`src/rtl/e1crc_pkg.sv`:
```
package e1crc_pkg;

    typedef enum logic [1:0] {
        ST_OFF   = 2'd0,
        ST_SYNC  = 2'd1,
        ST_FIRST = 2'd2,
        ST_CHECK = 2'd3
    } crc_state_t;

    localparam int unsigned DIR_COUNT = 2;
    localparam int unsigned DIR_TX    = 0;
    localparam int unsigned DIR_RX    = 1;

endpackage

```
`src/rtl/e1crc_slot_decode.sv`:
```
module e1crc_slot_decode #(
    parameter int unsigned BITS_PER_FRAME = 256,
    parameter int unsigned SMF_FRAMES     = 8,
    parameter int unsigned BIT_W          = $clog2(BITS_PER_FRAME),
    parameter int unsigned FRM_W          = $clog2(SMF_FRAMES)
) (
    input  logic [BIT_W-1:0] bitpos,
    input  logic [FRM_W-1:0] frame,
    output logic             smf_first,
    output logic             smf_last,
    output logic             c_slot,
    output logic [FRM_W-2:0] c_idx
);

    localparam logic [BIT_W-1:0] LAST_POS   = BIT_W'(BITS_PER_FRAME - 1);
    localparam logic [FRM_W-1:0] LAST_FRAME = FRM_W'(SMF_FRAMES - 1);

    always_comb begin
        smf_first = (bitpos == '0) && (frame == '0);
        smf_last  = (bitpos == LAST_POS) && (frame == LAST_FRAME);
        // check bits sit at position 0 of the alignment-word (even) frames
        c_slot    = (bitpos == '0) && !frame[0];
        c_idx     = frame[FRM_W-1:1];
    end

endmodule

```
`src/rtl/e1crc_fsm.sv`:
```
module e1crc_fsm
    import e1crc_pkg::*;
(
    input  logic clk,
    input  logic rst_n,
    input  logic en,
    input  logic valid,
    input  logic smf_first,
    input  logic smf_last,
    output logic run,
    output logic wrap,
    output logic idle,
    output logic armed
);

    crc_state_t state, state_nxt;

    always_comb begin
        state_nxt = state;
        unique case (state)
            ST_OFF: begin
                if (en) begin
                    state_nxt = (valid && smf_first) ? ST_FIRST : ST_SYNC;
                end
            end
            ST_SYNC: begin
                if (!en) begin
                    state_nxt = ST_OFF;
                end else if (valid && smf_first) begin
                    state_nxt = ST_FIRST;
                end
            end
            ST_FIRST: begin
                if (!en) begin
                    state_nxt = ST_OFF;
                end else if (valid && smf_last) begin
                    state_nxt = ST_CHECK;
                end
            end
            ST_CHECK: begin
                if (!en) begin
                    state_nxt = ST_OFF;
                end
            end
            default: state_nxt = ST_OFF;
        endcase
    end

    always_ff @(posedge clk or negedge rst_n) begin
        if (!rst_n) begin
            state <= ST_OFF;
        end else begin
            state <= state_nxt;
        end
    end

    always_comb begin
        run   = 1'b0;
        idle  = 1'b1;
        armed = 1'b0;
        unique case (state)
            ST_OFF, ST_SYNC: begin
                run  = en && valid && smf_first;
                idle = 1'b1;
            end
            ST_FIRST: begin
                run  = en && valid;
                idle = !en;
            end
            ST_CHECK: begin
                run   = en && valid;
                idle  = !en;
                armed = en;
            end
            default: begin
                run  = 1'b0;
                idle = 1'b1;
            end
        endcase
        wrap = run && smf_last;
    end

endmodule

```
`src/rtl/e1crc_accum.sv`:
```
module e1crc_accum #(
    parameter int unsigned     CRC_W = 4,
    parameter logic [CRC_W-1:0] POLY = 4'b0011
) (
    input  logic             clk,
    input  logic             rst_n,
    input  logic             clr,
    input  logic             step,
    input  logic             wrap,
    input  logic             din,
    output logic [CRC_W-1:0] hold
);

    logic [CRC_W-1:0] acc;
    logic [CRC_W-1:0] acc_nxt;
    logic             fb;

    // serial division with the x^CRC_W pre-multiplication folded into feedback
    always_comb begin
        fb      = acc[CRC_W-1] ^ din;
        acc_nxt = {acc[CRC_W-2:0], 1'b0} ^ ({CRC_W{fb}} & POLY);
    end

    always_ff @(posedge clk or negedge rst_n) begin
        if (!rst_n) begin
            acc  <= '0;
            hold <= '0;
        end else if (step) begin
            if (wrap) begin
                hold <= acc_nxt;
                acc  <= '0;
            end else begin
                acc  <= acc_nxt;
            end
        end else if (clr) begin
            acc <= '0;
        end
    end

endmodule

```
`src/rtl/e1crc_rxcheck.sv`:
```
module e1crc_rxcheck #(
    parameter int unsigned CRC_W  = 4,
    parameter int unsigned CIDX_W = $clog2(CRC_W),
    parameter int unsigned CNT_W  = 10
) (
    input  logic              clk,
    input  logic              rst_n,
    input  logic              cap,
    input  logic [CIDX_W-1:0] c_idx,
    input  logic              bit_in,
    input  logic              chk,
    input  logic [CRC_W-1:0]  ref_rem,
    output logic              checked,
    output logic              err,
    output logic [CNT_W-1:0]  cnt
);

    logic [CRC_W-1:0]  rcv;
    logic [CIDX_W-1:0] pos;

    // C1 arrives first and is the highest-order remainder bit
    assign pos = CIDX_W'(CRC_W - 1) - c_idx;

    always_ff @(posedge clk or negedge rst_n) begin
        if (!rst_n) begin
            rcv     <= '0;
            checked <= 1'b0;
            err     <= 1'b0;
            cnt     <= '0;
        end else begin
            checked <= 1'b0;
            err     <= 1'b0;
            if (cap) begin
                rcv[pos] <= bit_in;
            end
            if (chk) begin
                checked <= 1'b1;
                if (rcv != ref_rem) begin
                    err <= 1'b1;
                    if (cnt != '1) begin
                        cnt <= cnt + 1'b1;
                    end
                end
            end
        end
    end

endmodule

```
`src/rtl/e1_crc4_unit.sv`:
```
module e1_crc4_unit
    import e1crc_pkg::*;
#(
    parameter int unsigned      BITS_PER_FRAME = 256,
    parameter int unsigned      CRC_W          = 4,
    parameter logic [CRC_W-1:0] POLY           = 4'b0011,
    parameter int unsigned      CNT_W          = 10
) (
    input  logic                                   clk,
    input  logic                                   rst_n,
    input  logic                                   crc_en,
    input  logic                                   tx_valid,
    input  logic [$clog2(2*CRC_W)-1:0]             tx_frame,
    input  logic [$clog2(BITS_PER_FRAME)-1:0]      tx_bitpos,
    input  logic                                   tx_bit,
    output logic                                   tx_line_bit,
    input  logic                                   rx_valid,
    input  logic [$clog2(2*CRC_W)-1:0]             rx_frame,
    input  logic [$clog2(BITS_PER_FRAME)-1:0]      rx_bitpos,
    input  logic                                   rx_bit,
    output logic                                   rx_checked,
    output logic                                   rx_crc_err,
    output logic [CNT_W-1:0]                       rx_err_cnt
);

    localparam int unsigned SMF_FRAMES = 2 * CRC_W;
    localparam int unsigned FRM_W      = $clog2(SMF_FRAMES);
    localparam int unsigned BIT_W      = $clog2(BITS_PER_FRAME);
    localparam int unsigned CIDX_W     = FRM_W - 1;

    logic [DIR_COUNT-1:0]             d_valid, d_bit;
    logic [DIR_COUNT-1:0][FRM_W-1:0]  d_frame;
    logic [DIR_COUNT-1:0][BIT_W-1:0]  d_pos;
    logic [DIR_COUNT-1:0]             d_first, d_last, d_slot;
    logic [DIR_COUNT-1:0][CIDX_W-1:0] d_idx;
    logic [DIR_COUNT-1:0]             d_run, d_wrap, d_idle, d_armed;
    logic [DIR_COUNT-1:0][CRC_W-1:0]  d_hold;

    assign d_valid = {rx_valid, tx_valid};
    assign d_bit   = {rx_bit, tx_bit};
    assign d_frame = {rx_frame, tx_frame};
    assign d_pos   = {rx_bitpos, tx_bitpos};

    for (genvar d = 0; d < DIR_COUNT; d++) begin : g_dir
        e1crc_slot_decode #(
            .BITS_PER_FRAME (BITS_PER_FRAME),
            .SMF_FRAMES     (SMF_FRAMES),
            .BIT_W          (BIT_W),
            .FRM_W          (FRM_W)
        ) u_dec (
            .bitpos    (d_pos[d]),
            .frame     (d_frame[d]),
            .smf_first (d_first[d]),
            .smf_last  (d_last[d]),
            .c_slot    (d_slot[d]),
            .c_idx     (d_idx[d])
        );

        e1crc_fsm u_fsm (
            .clk       (clk),
            .rst_n     (rst_n),
            .en        (crc_en),
            .valid     (d_valid[d]),
            .smf_first (d_first[d]),
            .smf_last  (d_last[d]),
            .run       (d_run[d]),
            .wrap      (d_wrap[d]),
            .idle      (d_idle[d]),
            .armed     (d_armed[d])
        );

        e1crc_accum #(
            .CRC_W (CRC_W),
            .POLY  (POLY)
        ) u_acc (
            .clk   (clk),
            .rst_n (rst_n),
            .clr   (d_idle[d]),
            .step  (d_run[d]),
            .wrap  (d_wrap[d]),
            .din   (d_slot[d] ? 1'b0 : d_bit[d]),
            .hold  (d_hold[d])
        );
    end

    logic [CIDX_W-1:0] tx_sel;
    assign tx_sel      = CIDX_W'(CRC_W - 1) - d_idx[DIR_TX];
    assign tx_line_bit = (d_armed[DIR_TX] && d_slot[DIR_TX]) ? d_hold[DIR_TX][tx_sel] : tx_bit;

    e1crc_rxcheck #(
        .CRC_W  (CRC_W),
        .CIDX_W (CIDX_W),
        .CNT_W  (CNT_W)
    ) u_rxchk (
        .clk     (clk),
        .rst_n   (rst_n),
        .cap     (d_run[DIR_RX] && d_slot[DIR_RX]),
        .c_idx   (d_idx[DIR_RX]),
        .bit_in  (rx_bit),
        .chk     (d_wrap[DIR_RX] && d_armed[DIR_RX]),
        .ref_rem (d_hold[DIR_RX]),
        .checked (rx_checked),
        .err     (rx_crc_err),
        .cnt     (rx_err_cnt)
    );

endmodule

```
`config.mk`:
```
export PLATFORM = sky130hd
export DESIGN_NAME = e1_crc4_unit
export DESIGN_NICKNAME = d
export VERILOG_FILES = /design/src/rtl/e1crc_pkg.sv /design/src/rtl/e1crc_slot_decode.sv /design/src/rtl/e1crc_fsm.sv /design/src/rtl/e1crc_accum.sv /design/src/rtl/e1crc_rxcheck.sv /design/src/rtl/e1_crc4_unit.sv
export SDC_FILE = /design/constraint.sdc
export NUM_CORES = 1
export LEC_CHECK = 0
export CAP_MARGIN = 20
export CELL_PAD_IN_SITES_DETAIL_PLACEMENT = 1
export CELL_PAD_IN_SITES_GLOBAL_PLACEMENT = 1
export CORE_ASPECT_RATIO = 1.25
export CORE_MARGIN = 5
export CORE_UTILIZATION = 39
export CTS_CLUSTER_SIZE = 40
export DETAILED_ROUTE_END_ITERATION = 16
export GPL_ROUTABILITY_DRIVEN = 1
export PLACE_DENSITY_LB_ADDON = 0.1
export SLEW_MARGIN = 20
export SYNTH_ARGS = -nofsm -noshare
export SYNTH_HDL_FRONTEND = slang
export SYNTH_HIERARCHICAL = 1
export SYNTH_SLANG_ARGS = --single-unit
```
`constraint.sdc`:
```
create_clock -name clk -period 2.35 [get_ports clk]
set_input_delay 0.5875 -clock clk [delete_from_list [all_inputs] [get_ports clk]]
set_output_delay 0.5875 -clock clk [all_outputs]
set_load 0.05 [all_outputs]
```
==> flow_metrics.py, run 1 <==
metrics = {
    "synth": {
        "synth-edff-count": 0,
        "ys_seq_elements": 36,
        "synth_nets": 199,
        "synth_area_per_cell_um2": 11.3,
        "synthFlopType": "dfrtp_1",
        "ys_types": 36,
        "seq_area_frac_synth": 0.472,
        "syn_inst": 169,
        "async_flop_share": 1.00,
        "syn-cell-area_um2": 1910,
        "yosys_warnings": 6,
    },
    "grt": {
        "grt_use_met1": 0.205,
        "grt_pass1_vias": 1847,
        "gr-total-overflow": 0,
        "grt.met3_usage": 0.0425,
        "grt_use_met2": 0.308,
        "top_usage_layer": "met2",
        "grtUsageTotal": 0.173,
        "antenna_found_initial": 0,
        "grt_pass1_wl_mm": 8.69,
        "grt_max_degree": 37,
    },
    "sta": {
        "finalCritPeriodShare": 1.09,
        "setup_viol": 14,
        "fin_crit_ps": 2560,
        "slew_violations": 0,
        "fin_setup_tns_ps": -1460,
        "layout_setup_ws_ps": -208,
        "holdWs_ps": 394,
        "fin_skew_ps": 8.75,
        "hold_viol": 0,
        "rsz0062_at_grt": "true",
        "maxSlewHeadroom": 0.465,
        "worst_pin_slew_ps": 803,
        "fmax_mhz": 391,
    },
    "clock_tree": {
        "cts_root_buffer": "clkbuf_8",
        "htreeDepth": 2,
        "ctsLongestPathBuffers": 2,
        "cts_buffers": 5,
        "cts_tree": "done",
        "insertion_delay_ps": 280,
        "cts.clk_slew.worst_paths_ps": 80,
        "clock-sinks": 36,
    },
    "power_and_ir_drop": {
        "power_density_nw_per_um2": 412,
        "leakage_nw": 1.42,
        "fin_total_pwr_w": 0.00119,
        "vdd_ir_drop_max_v": 0.000388,
    },
    "route": {
        "drc_errors": 0,
        "viasPerCell": 5.40,
        "avgRoutedWirePerCell_um": 17.6,
        "drtIter0Drc": 17,
        "ant_nets": 0,
        "routed_wl_mm": 5.41,
        "num_vias": 1662,
        "first_pass_iters": 5,
    },
    "floorplan": {
        "die_y_um": 88.2,
        "pin_count": 42,
        "fp.dieArea_um2": 6400,
        "die_w_um": 72.6,
        "initial_utilization": 0.403,
        "coreArea_um2": 4730,
        "rows": 28,
    },
    "setup_path": {
        "crit_path_end_kind": "flip-flop",
        "crit_arrival_ps": 2720,
        "cp-start-kind": "input pin",
        "cpMaxStageDelayCell": "or4_4",
        "cpPeakStageDelay_ps": 540,
        "path_cells": "buf_6 -> or4_4 -> nor4_4 -> o211a_4 -> and2_4 -> and2_4 -> o41ai_4 -> nor3_2 -> mux2_4",
        "cp_data_required_time_ps": 2510,
        "criticalPathCategory": "input pin to flip-flop",
        "path_common_cell": "and2_4",
        "path_max_fanout": 5,
    },
    "layout": {
        "fin_nets": 277,
        "syn_to_final_growth_pct": 50.9,
        "layout-drive-gt1-share": 0.435,
        "antenna_cells": 0,
    },
    "placed_design": {
        "port_buffers": 41,
        "dp_hpwl_mm": 3.86,
        "gp_congestion": 0.857,
        "dp_slack_ps": -923,
    },
    "min_path": {
        "min_path_type": "input pin to asynchronous set/reset pin",
    },
    "outcome": {
        "status": "finished, violations left",
        "violations": "setup timing",
    },
    "flow_run": {
        "maxCapViolCount": 0,
    },
}
-- final timing paths --
| check | cells after the start | endpoint | slack (ps) | from |
|---|---|---|---|---|
| max in group asynchronous | 1 | u_rxchk/err | 1450 | rst_n |
| worst min-delay path | 1 | u_rxchk/cnt[5] | 390 | rst_n |
| min in group clk | 1 | g_dir[0].u_acc/hold[1] | 500 | g_dir[0].u_acc/hold[1] |
| worst max register to register | 4 | u_rxchk/cnt[9] | 490 | g_dir[1].u_acc/hold[1] |
| worst max-delay path | 9 | u_rxchk/cnt[9] | -210 | rx_bitpos[3] |
| worst min register to register | 1 | g_dir[0].u_acc/hold[1] | 500 | g_dir[0].u_acc/hold[1] |
-- placed cells by master, fill, tap and decap left out, types with 3 or more instances in the layout --
cell type / instances
buf_6: 7
nand4_1: 6
nand2b_1: 3
inv_1: 4
buf_4: 30
nand2_1: 9
or4_4: 4
xor2_1: 10
buf_2: 8
nand2_4: 3
mux2_2: 7
nor2b_1: 4
nor3_1: 4
dfrtp_1: 36
a21oi_1: 6
dlygate4sd2_1: 3
clkbuf_2: 3
nand3_1: 7
and2_4: 4
clkbuf_8: 6
mux2_4: 8
nor2_1: 4
nor2_2: 3
clkdlybuf4s50_1: 20
-- kinds of logic (layout without fill, tap and decap cells) --
logic type	count (synthesis)	count (layout)	share of synthesized area
buffers and inverters	9	87	0.0256
multiplexers	16	16	0.100
flip-flops	36	36	0.472
adder cells (fa/ha/maj)	1	1	0.00656
AO/OA/AOI/OAI	21	22	0.0931
AND/OR/NAND/NOR	72	72	0.222
XOR/XNOR	14	14	0.0800
-- Yosys cell counts, types with 2 or more instances --
library cell | count | area (um2)
mux2_2 | 15 | 169
nor4b_1 | 2 | 17.5
nor2_1 | 8 | 30.0
nand4_1 | 6 | 37.5
nor4_2 | 2 | 25.0
a21o_1 | 2 | 15.0
a32o_1 | 2 | 20.0
nor3b_1 | 4 | 30.0
dfrtp_1 | 36 | 901
buf_4 | 4 | 30.0
xnor2_1 | 2 | 17.5
inv_1 | 5 | 18.8
a211oi_1 | 2 | 15.0
a22o_2 | 2 | 20.0
and3b_1 | 2 | 17.5
or4_4 | 2 | 22.5
or4_1 | 2 | 15.0
and2_1 | 4 | 25.0
nand2b_1 | 3 | 18.8
nand3_1 | 7 | 35.0
o2bb2ai_1 | 2 | 17.5
and3_2 | 2 | 15.0
xor3_1 | 2 | 47.6
a31oi_1 | 2 | 12.5
nor3_1 | 8 | 40.0
nor2b_1 | 4 | 25.0
nand2_1 | 12 | 45.0
xor2_1 | 10 | 87.6
o211a_1 | 2 | 20.0
a21oi_1 | 6 | 30.0
or2_2 | 2 | 12.5
-- critical path: cells and delay by family --
kind,cells,cell delay [ps]
multiplexers,1,330
AO/OA/AOI/OAI,2,350
AND/OR/NAND/NOR,5,1340
buffers and inverters,1,90
-- where the power goes --
| group | internal (W) | switching (W) | total (W) |
|---|---|---|---|
| combinational | 0.0000585 | 0.0000532 | 0.000112 |
| clock | 0.000239 | 0.000213 | 0.000452 |
| sequential | 0.000621 | 0.000000937 | 0.000622 |
| total | 0.000919 | 0.000267 | 0.00119 |
-- area by class of cell --
cell class	instances	area, um2
timing repair buffer	74	621
fill	499	1850
tap	60	75.1
inverter	5	18.8
multi-input combinational	125	1170
sequential	36	901
clock buffer	8	90.1
-- per-layer routing --
metal,vias up,wire [um]
met4,0,71
met3,7,240
li1,779,-
met5,-,0
met1,832,2170
met2,44,2930
-- through the flow --
step | instance area (um2) | std cells | util
CTS | 2780 | 302 | 0.587
floorplan | 1980 | 169 | -
detailed placement | 2610 | 290 | 0.552
finish | 2880 | 308 | 0.609
global route | 2880 | 308 | 0.609
global placement | 2610 | 290 | 0.552
-- repair_timing --
item	4_1_cts	5_1_grt
setup buffers	3	7
cloned	1	0
setup endpoints to repair	32	14
hold buffers	0	0
pin swaps	17	10
resized for setup	75	22
-- registers in the layout, indices dropped and copies added, names as in the netlist --
name               cells
u_rxchk/rcv            4
u_rxchk/cnt           10
g_dir.u_fsm/state      4
g_dir.u_acc/acc        8
u_rxchk/err            1
g_dir.u_acc/hold       8
u_rxchk/checked        1
No activity file was read; power rests on OpenSTA's default activity.
==> run 2, diff against run 1 <==
--- a/config.mk
+++ b/config.mk
@@ -14,8 +14,8 @@
 export CTS_CLUSTER_SIZE = 40
 export DETAILED_ROUTE_END_ITERATION = 16
 export GPL_ROUTABILITY_DRIVEN = 1
+export GPL_TIMING_DRIVEN = 0
 export PLACE_DENSITY_LB_ADDON = 0.1
-export SLEW_MARGIN = 20
 export SYNTH_ARGS = -nofsm -noshare
 export SYNTH_HDL_FRONTEND = slang
 export SYNTH_HIERARCHICAL = 1
==> flow_metrics.py, run 2 (synthesis results as in run 1) <==
metrics = {
    "layout": {
        "syn_to_final_growth_pct": 50.6,
        "fin_nets": 269,
        "top_register": "u_rxchk/cnt",
        "finish.instance_area_um2": 2870,
        "final_common_cell": "dfrtp_1",
        "antenna_cells": 0,
        "layout_common_cells": "36 x dfrtp_1, 22 x buf_4, 18 x clkdlybuf4s50_1",
        "layout-drive-gt1-share": 0.421,
        "top_regs": "u_rxchk/cnt: 10 flops, g_dir.u_acc/acc: 8 flops, g_dir.u_acc/hold: 8 flops",
        "largest_reg_flops": 10,
        "n_fill_cell": 513,
    },
    "power_and_ir_drop": {
        "power_density_nw_per_um2": 446,
        "leakage_nw": 1.40,
        "internal-power_w": 0.000986,
        "clkPwrFrac": 0.432,
        "swShare": 0.230,
        "seqPwrFrac": 0.486,
        "combPwrFrac": 0.083,
        "fin_total_pwr_w": 0.00128,
        "p_sw_w": 0.000295,
        "vdd_ir_drop_max_v": 0.000332,
    },
    "grt": {
        "antenna_found_initial": 0,
        "grt_pass1_wl_mm": 8.98,
        "grtUsageTotal": 0.180,
        "gr-total-overflow": 0,
        "grt_max_degree": 37,
        "grt_pass1_vias": 1852,
    },
    "setup_path": {
        "path_cells": "dlygate4sd2_1 -> or4_4 -> nor3_4 -> nand2_1 -> mux2_4 -> buf_8",
        "timing.rr.end": "u_rxchk/cnt[1]",
        "crit_path_end_kind": "output port",
        "cp-start-kind": "input pin",
        "cpPeakStageDelay_ps": 440,
        "reg2reg_slack_ps": 250,
        "path_max_fanout": 2,
        "cp_data_required_time_ps": 1760,
        "r2r_start": "u_rxchk/cnt[0]",
        "cpMaxStageDelayCell": "or4_4",
        "reg2reg_depth": 6,
        "crit_arrival_ps": 2000,
        "criticalPathCategory": "input pin to output port",
    },
    "clock_tree": {
        "clock-sinks": 36,
        "cts_root_buffer": "clkbuf_8",
        "htreeDepth": 2,
        "insertion_delay_ps": 290,
        "cts_tree": "done",
        "cts_buffers": 5,
        "cts.clk_slew.worst_paths_ps": 70,
        "hold_buffers": 0,
        "ctsLongestPathBuffers": 2,
    },
    "floorplan": {
        "pin_count": 42,
        "initial_utilization": 0.403,
        "fp.dieArea_um2": 6400,
        "die_w_um": 72.6,
        "coreArea_um2": 4730,
        "die_y_um": 88.2,
        "rows": 28,
    },
    "route": {
        "avgRoutedWirePerCell_um": 19.0,
        "drc_errors": 0,
        "drtIter0Drc": 36,
        "routed_wl_mm": 5.70,
        "num_vias": 1621,
        "first_pass_iters": 3,
        "ant_nets": 0,
        "viasPerCell": 5.40,
    },
    "min_path": {
        "min_path_type": "input pin to asynchronous set/reset pin",
    },
    "sta": {
        "fin_crit_ps": 2590,
        "rsz0062_at_grt": "true",
        "maxSlewHeadroom": 0.461,
        "setup_viol": 13,
        "finalCritPeriodShare": 1.10,
        "fmax_mhz": 387,
        "slew_violations": 0,
        "hold_viol": 0,
        "layout_setup_ws_ps": -236,
        "fin_skew_ps": 6.42,
        "holdWs_ps": 383,
        "worst_pin_slew_ps": 809,
        "fin_setup_tns_ps": -1320,
    },
    "placed_design": {
        "gp_congestion": 0.796,
        "dp_hpwl_mm": 3.53,
        "port_buffers": 41,
        "placedInstanceArea_um2": 2460,
    },
    "outcome": {
        "status": "finished, violations left",
        "violations": "setup timing",
    },
    "flow_run": {
        "maxCapViolCount": 0,
    },
}
[run 2: per-layer routing]
layer  track usage  part of all wire  wire [um]
met5             0                 0          0
met4        0.0604             0.016         90
met3        0.0344             0.032        182
met2         0.317              0.53       3020
met1         0.220              0.42       2410
[run 2: repair_timing]
| action | in CTS | in global routing |
|---|---|---|
| pin swaps | 20 | 11 |
| setup buffers | 15 | 7 |
| gates resized for setup | 88 | 23 |
| cloned | 0 | 0 |
| endpoints found under the setup margin | 33 | 16 |
[run 2: stage by stage]
stage	setup WS [ps]	util	cells
after floorplan	-420	-	169
after global placement	-1120	0.522	270
after detailed placement	-1140	0.521	270
after CTS	-211	0.579	293
after global routing	-282	0.607	300
final	-236	0.607	300
[run 2: worst max-delay path by stage]
| stage | start | to | slack [ps] | depth (start not counted) |
|---|---|---|---|---|
| after floorplan | rx_bitpos[0] | u_rxchk/cnt[1] | -420 | 8 |
| after global placement | tx_bitpos[0] | tx_line_bit | -1120 | 6 |
| after detailed placement | rx_bitpos[0] | u_rxchk/cnt[7] | -1140 | 9 |
| after CTS | tx_bitpos[2] | tx_line_bit | -210 | 6 |
| after global routing | tx_bitpos[2] | tx_line_bit | -280 | 6 |
| final | tx_bitpos[0] | tx_line_bit | -240 | 6 |
[run 2: power groups by stage]
stage | clock, W | combinational [W] | sequential [W]
floorplan | 0 | 0.0000315 | 0.000634
global placement | 0 | 0.000105 | 0.000634
detailed placement | 0 | 0.000108 | 0.000634
CTS | 0.000565 | 0.0000993 | 0.000622
global route | 0.000592 | 0.000116 | 0.000622
finish | 0.000553 | 0.000106 | 0.000622
[run 2: layout make-up]
class / instances / area, um2 / share of cell area
inverter: 5 / 18.8 / 0.00653
tap: 60 / 75.1 / 0.0261
timing repair buffer: 63 / 539 / 0.188
clock inverter: 3 / 42.5 / 0.0148
clock buffer: 5 / 68.8 / 0.0240
multi-input combinational: 124 / 1200 / 0.417
sequential: 36 / 901 / 0.314
buffer: 4 / 30.0 / 0.0105
[run 2: worst max-delay path: cells and delay by family]
family                 cells  cell delay, ps
buffers and inverters      2             400
muxes                      1             310
and+or+nand+nor            3             690
==> run 3, diff against run 2 <==
--- a/config.mk
+++ b/config.mk
@@ -9,7 +9,6 @@
 export CELL_PAD_IN_SITES_DETAIL_PLACEMENT = 1
 export CELL_PAD_IN_SITES_GLOBAL_PLACEMENT = 1
 export CORE_ASPECT_RATIO = 1.25
-export CORE_MARGIN = 5
 export CORE_UTILIZATION = 39
 export CTS_CLUSTER_SIZE = 40
 export DETAILED_ROUTE_END_ITERATION = 16
==> flow_metrics.py, run 3 (synthesis results as in run 1) <==
metrics = {
    "clock_tree": {
        "cts_buffers": 5,
        "clock-sinks": 36,
        "insertion_delay_ps": 290,
        "htreeDepth": 2,
        "cts_root_buffer": "clkbuf_8",
        "cts_tree": "done",
        "cts.clk_slew.worst_paths_ps": 80,
        "ctsLongestPathBuffers": 2,
        "hold_buffers": 0,
    },
    "sta": {
        "layout_setup_ws_ps": -217,
        "fin_skew_ps": 7.65,
        "setup_viol": 11,
        "rsz0062_at_grt": "true",
        "fmax_mhz": 390,
        "fin_crit_ps": 2570,
        "slew_violations": 0,
        "finalCritPeriodShare": 1.09,
        "maxSlewHeadroom": 0.456,
        "hold_viol": 0,
        "holdWs_ps": 385,
        "worst_pin_slew_ps": 817,
    },
    "power_and_ir_drop": {
        "p_sw_w": 0.000292,
        "power_density_nw_per_um2": 417,
        "seqPwrFrac": 0.527,
        "internal-power_w": 0.000886,
        "swShare": 0.248,
        "fin_total_pwr_w": 0.00118,
        "combPwrFrac": 0.091,
        "clkPwrFrac": 0.382,
        "vdd_ir_drop_max_v": 0.000315,
        "leakage_nw": 1.37,
    },
    "floorplan": {
        "fp.dieArea_um2": 5180,
        "rows": 28,
        "coreArea_um2": 4730,
        "pin_count": 42,
        "die_y_um": 80.2,
        "die_w_um": 64.6,
        "initial_utilization": 0.403,
    },
    "layout": {
        "fin_nets": 267,
        "top_regs": "u_rxchk/cnt: 10 flops, g_dir.u_acc/acc: 8 flops, g_dir.u_acc/hold: 8 flops",
        "final_common_cell": "dfrtp_1",
        "n_fill_cell": 506,
        "top_register": "u_rxchk/cnt",
        "antenna_cells": 0,
        "largest_reg_flops": 10,
        "syn_to_final_growth_pct": 48.0,
        "layout_common_cells": "36 x dfrtp_1, 20 x buf_4, 19 x clkdlybuf4s50_1",
        "finish.instance_area_um2": 2820,
        "layout-drive-gt1-share": 0.395,
    },
    "route": {
        "drc_errors": 0,
        "ant_nets": 0,
        "routed_wl_mm": 5.22,
        "drtIter0Drc": 48,
        "first_pass_iters": 2,
        "viasPerCell": 5.45,
        "num_vias": 1625,
        "avgRoutedWirePerCell_um": 17.5,
    },
    "setup_path": {
        "crit_arrival_ps": 1980,
        "reg2reg_depth": 6,
        "path_max_fanout": 2,
        "timing.rr.end": "u_rxchk/cnt[3]",
        "crit_path_end_kind": "output port",
        "cp_data_required_time_ps": 1760,
        "cp-start-kind": "input pin",
        "criticalPathCategory": "input pin to output port",
        "r2r_start": "u_rxchk/cnt[0]",
        "reg2reg_slack_ps": 470,
    },
    "grt": {
        "grt_max_degree": 37,
        "grt_pass1_wl_mm": 8.43,
        "antenna_found_initial": 0,
        "grt_pass1_vias": 1774,
        "gr-total-overflow": 0,
        "grtUsageTotal": 0.217,
    },
    "outcome": {
        "status": "finished, violations left",
        "violations": "setup timing",
    },
    "flow_run": {
        "maxCapViolCount": 0,
    },
    "placed_design": {
        "dp_hpwl_mm": 3.46,
        "gp_congestion": 0.740,
        "port_buffers": 41,
        "placedInstanceArea_um2": 2460,
    },
    "min_path": {
        "min_path_type": "input pin to asynchronous set/reset pin",
    },
}
-- run 3: cell type report --
| type | instances | area, um2 | share of cell area |
|---|---|---|---|
| multi-input combinational | 125 | 1170 | 0.414 |
| sequential | 36 | 901 | 0.319 |
| timing repair buffer | 60 | 539 | 0.191 |
| tap | 60 | 75.1 | 0.0266 |
| clock buffer | 5 | 68.8 | 0.0244 |
| buffer | 4 | 30.0 | 0.0106 |
| clock inverter | 3 | 21.3 | 0.00753 |
| inverter | 5 | 18.8 | 0.00665 |
-- run 3: metrics by stage --
stage | utilization | setup TNS [ps] | std cells | setup WS [ps]
final | 0.597 | -1400 | 298 | -217
after detailed placement | 0.521 | -22670 | 270 | -1150
after CTS | 0.578 | -1130 | 291 | -221
after global placement | 0.522 | -24360 | 270 | -1120
after floorplan | - | -3880 | 169 | -420
after global routing | 0.597 | -2800 | 298 | -342
-- run 3: critical path, stage by stage --
cell	delay, ps
buf_6	90
or4_4	550
nor3_4	200
nand2_1	90
mux2_4	310
buf_8	150
-- run 3: worst max path at each step --
stage | slack (ps) | end | start | depth (start not counted)
2_1_floorplan | -420 | u_rxchk/cnt[1] | rx_bitpos[0] | 8
3_3_place_gp | -1120 | tx_line_bit | tx_bitpos[0] | 6
3_5_place_dp | -1150 | tx_line_bit | tx_bitpos[0] | 6
4_1_cts | -220 | tx_line_bit | tx_bitpos[2] | 6
5_1_grt | -340 | u_rxchk/cnt[8] | rx_bitpos[1] | 9
6_report | -220 | tx_line_bit | tx_frame[0] | 6
-- run 3: layer usage --
metal / vias up / global-route usage / part of all wire
li1: 756 / - / -
met1: 830 / 0.243 / 0.40
met2: 32 / 0.403 / 0.55
met3: 7 / 0.0355 / 0.034
met4: 0 / 0.0911 / 0.018
met5: - / 0 / 0
-- run 3: power by group through the flow --
stage,combinational (W),clock (W),sequential (W)
finish,0.000107,0.000450,0.000622
global route,0.000117,0.000485,0.000622
CTS,0.000103,0.000466,0.000621
detailed placement,0.000108,0,0.000634
global placement,0.000105,0,0.000634
floorplan,0.0000315,0,0.000634
-- run 3: timing repair --
item,in CTS,in global routing
resized for setup,81,14
hold endpoints to repair,0,0
endpoints found under the setup margin,33,15
buffers inserted,12,7
cloned,1,0
pin swaps,18,10
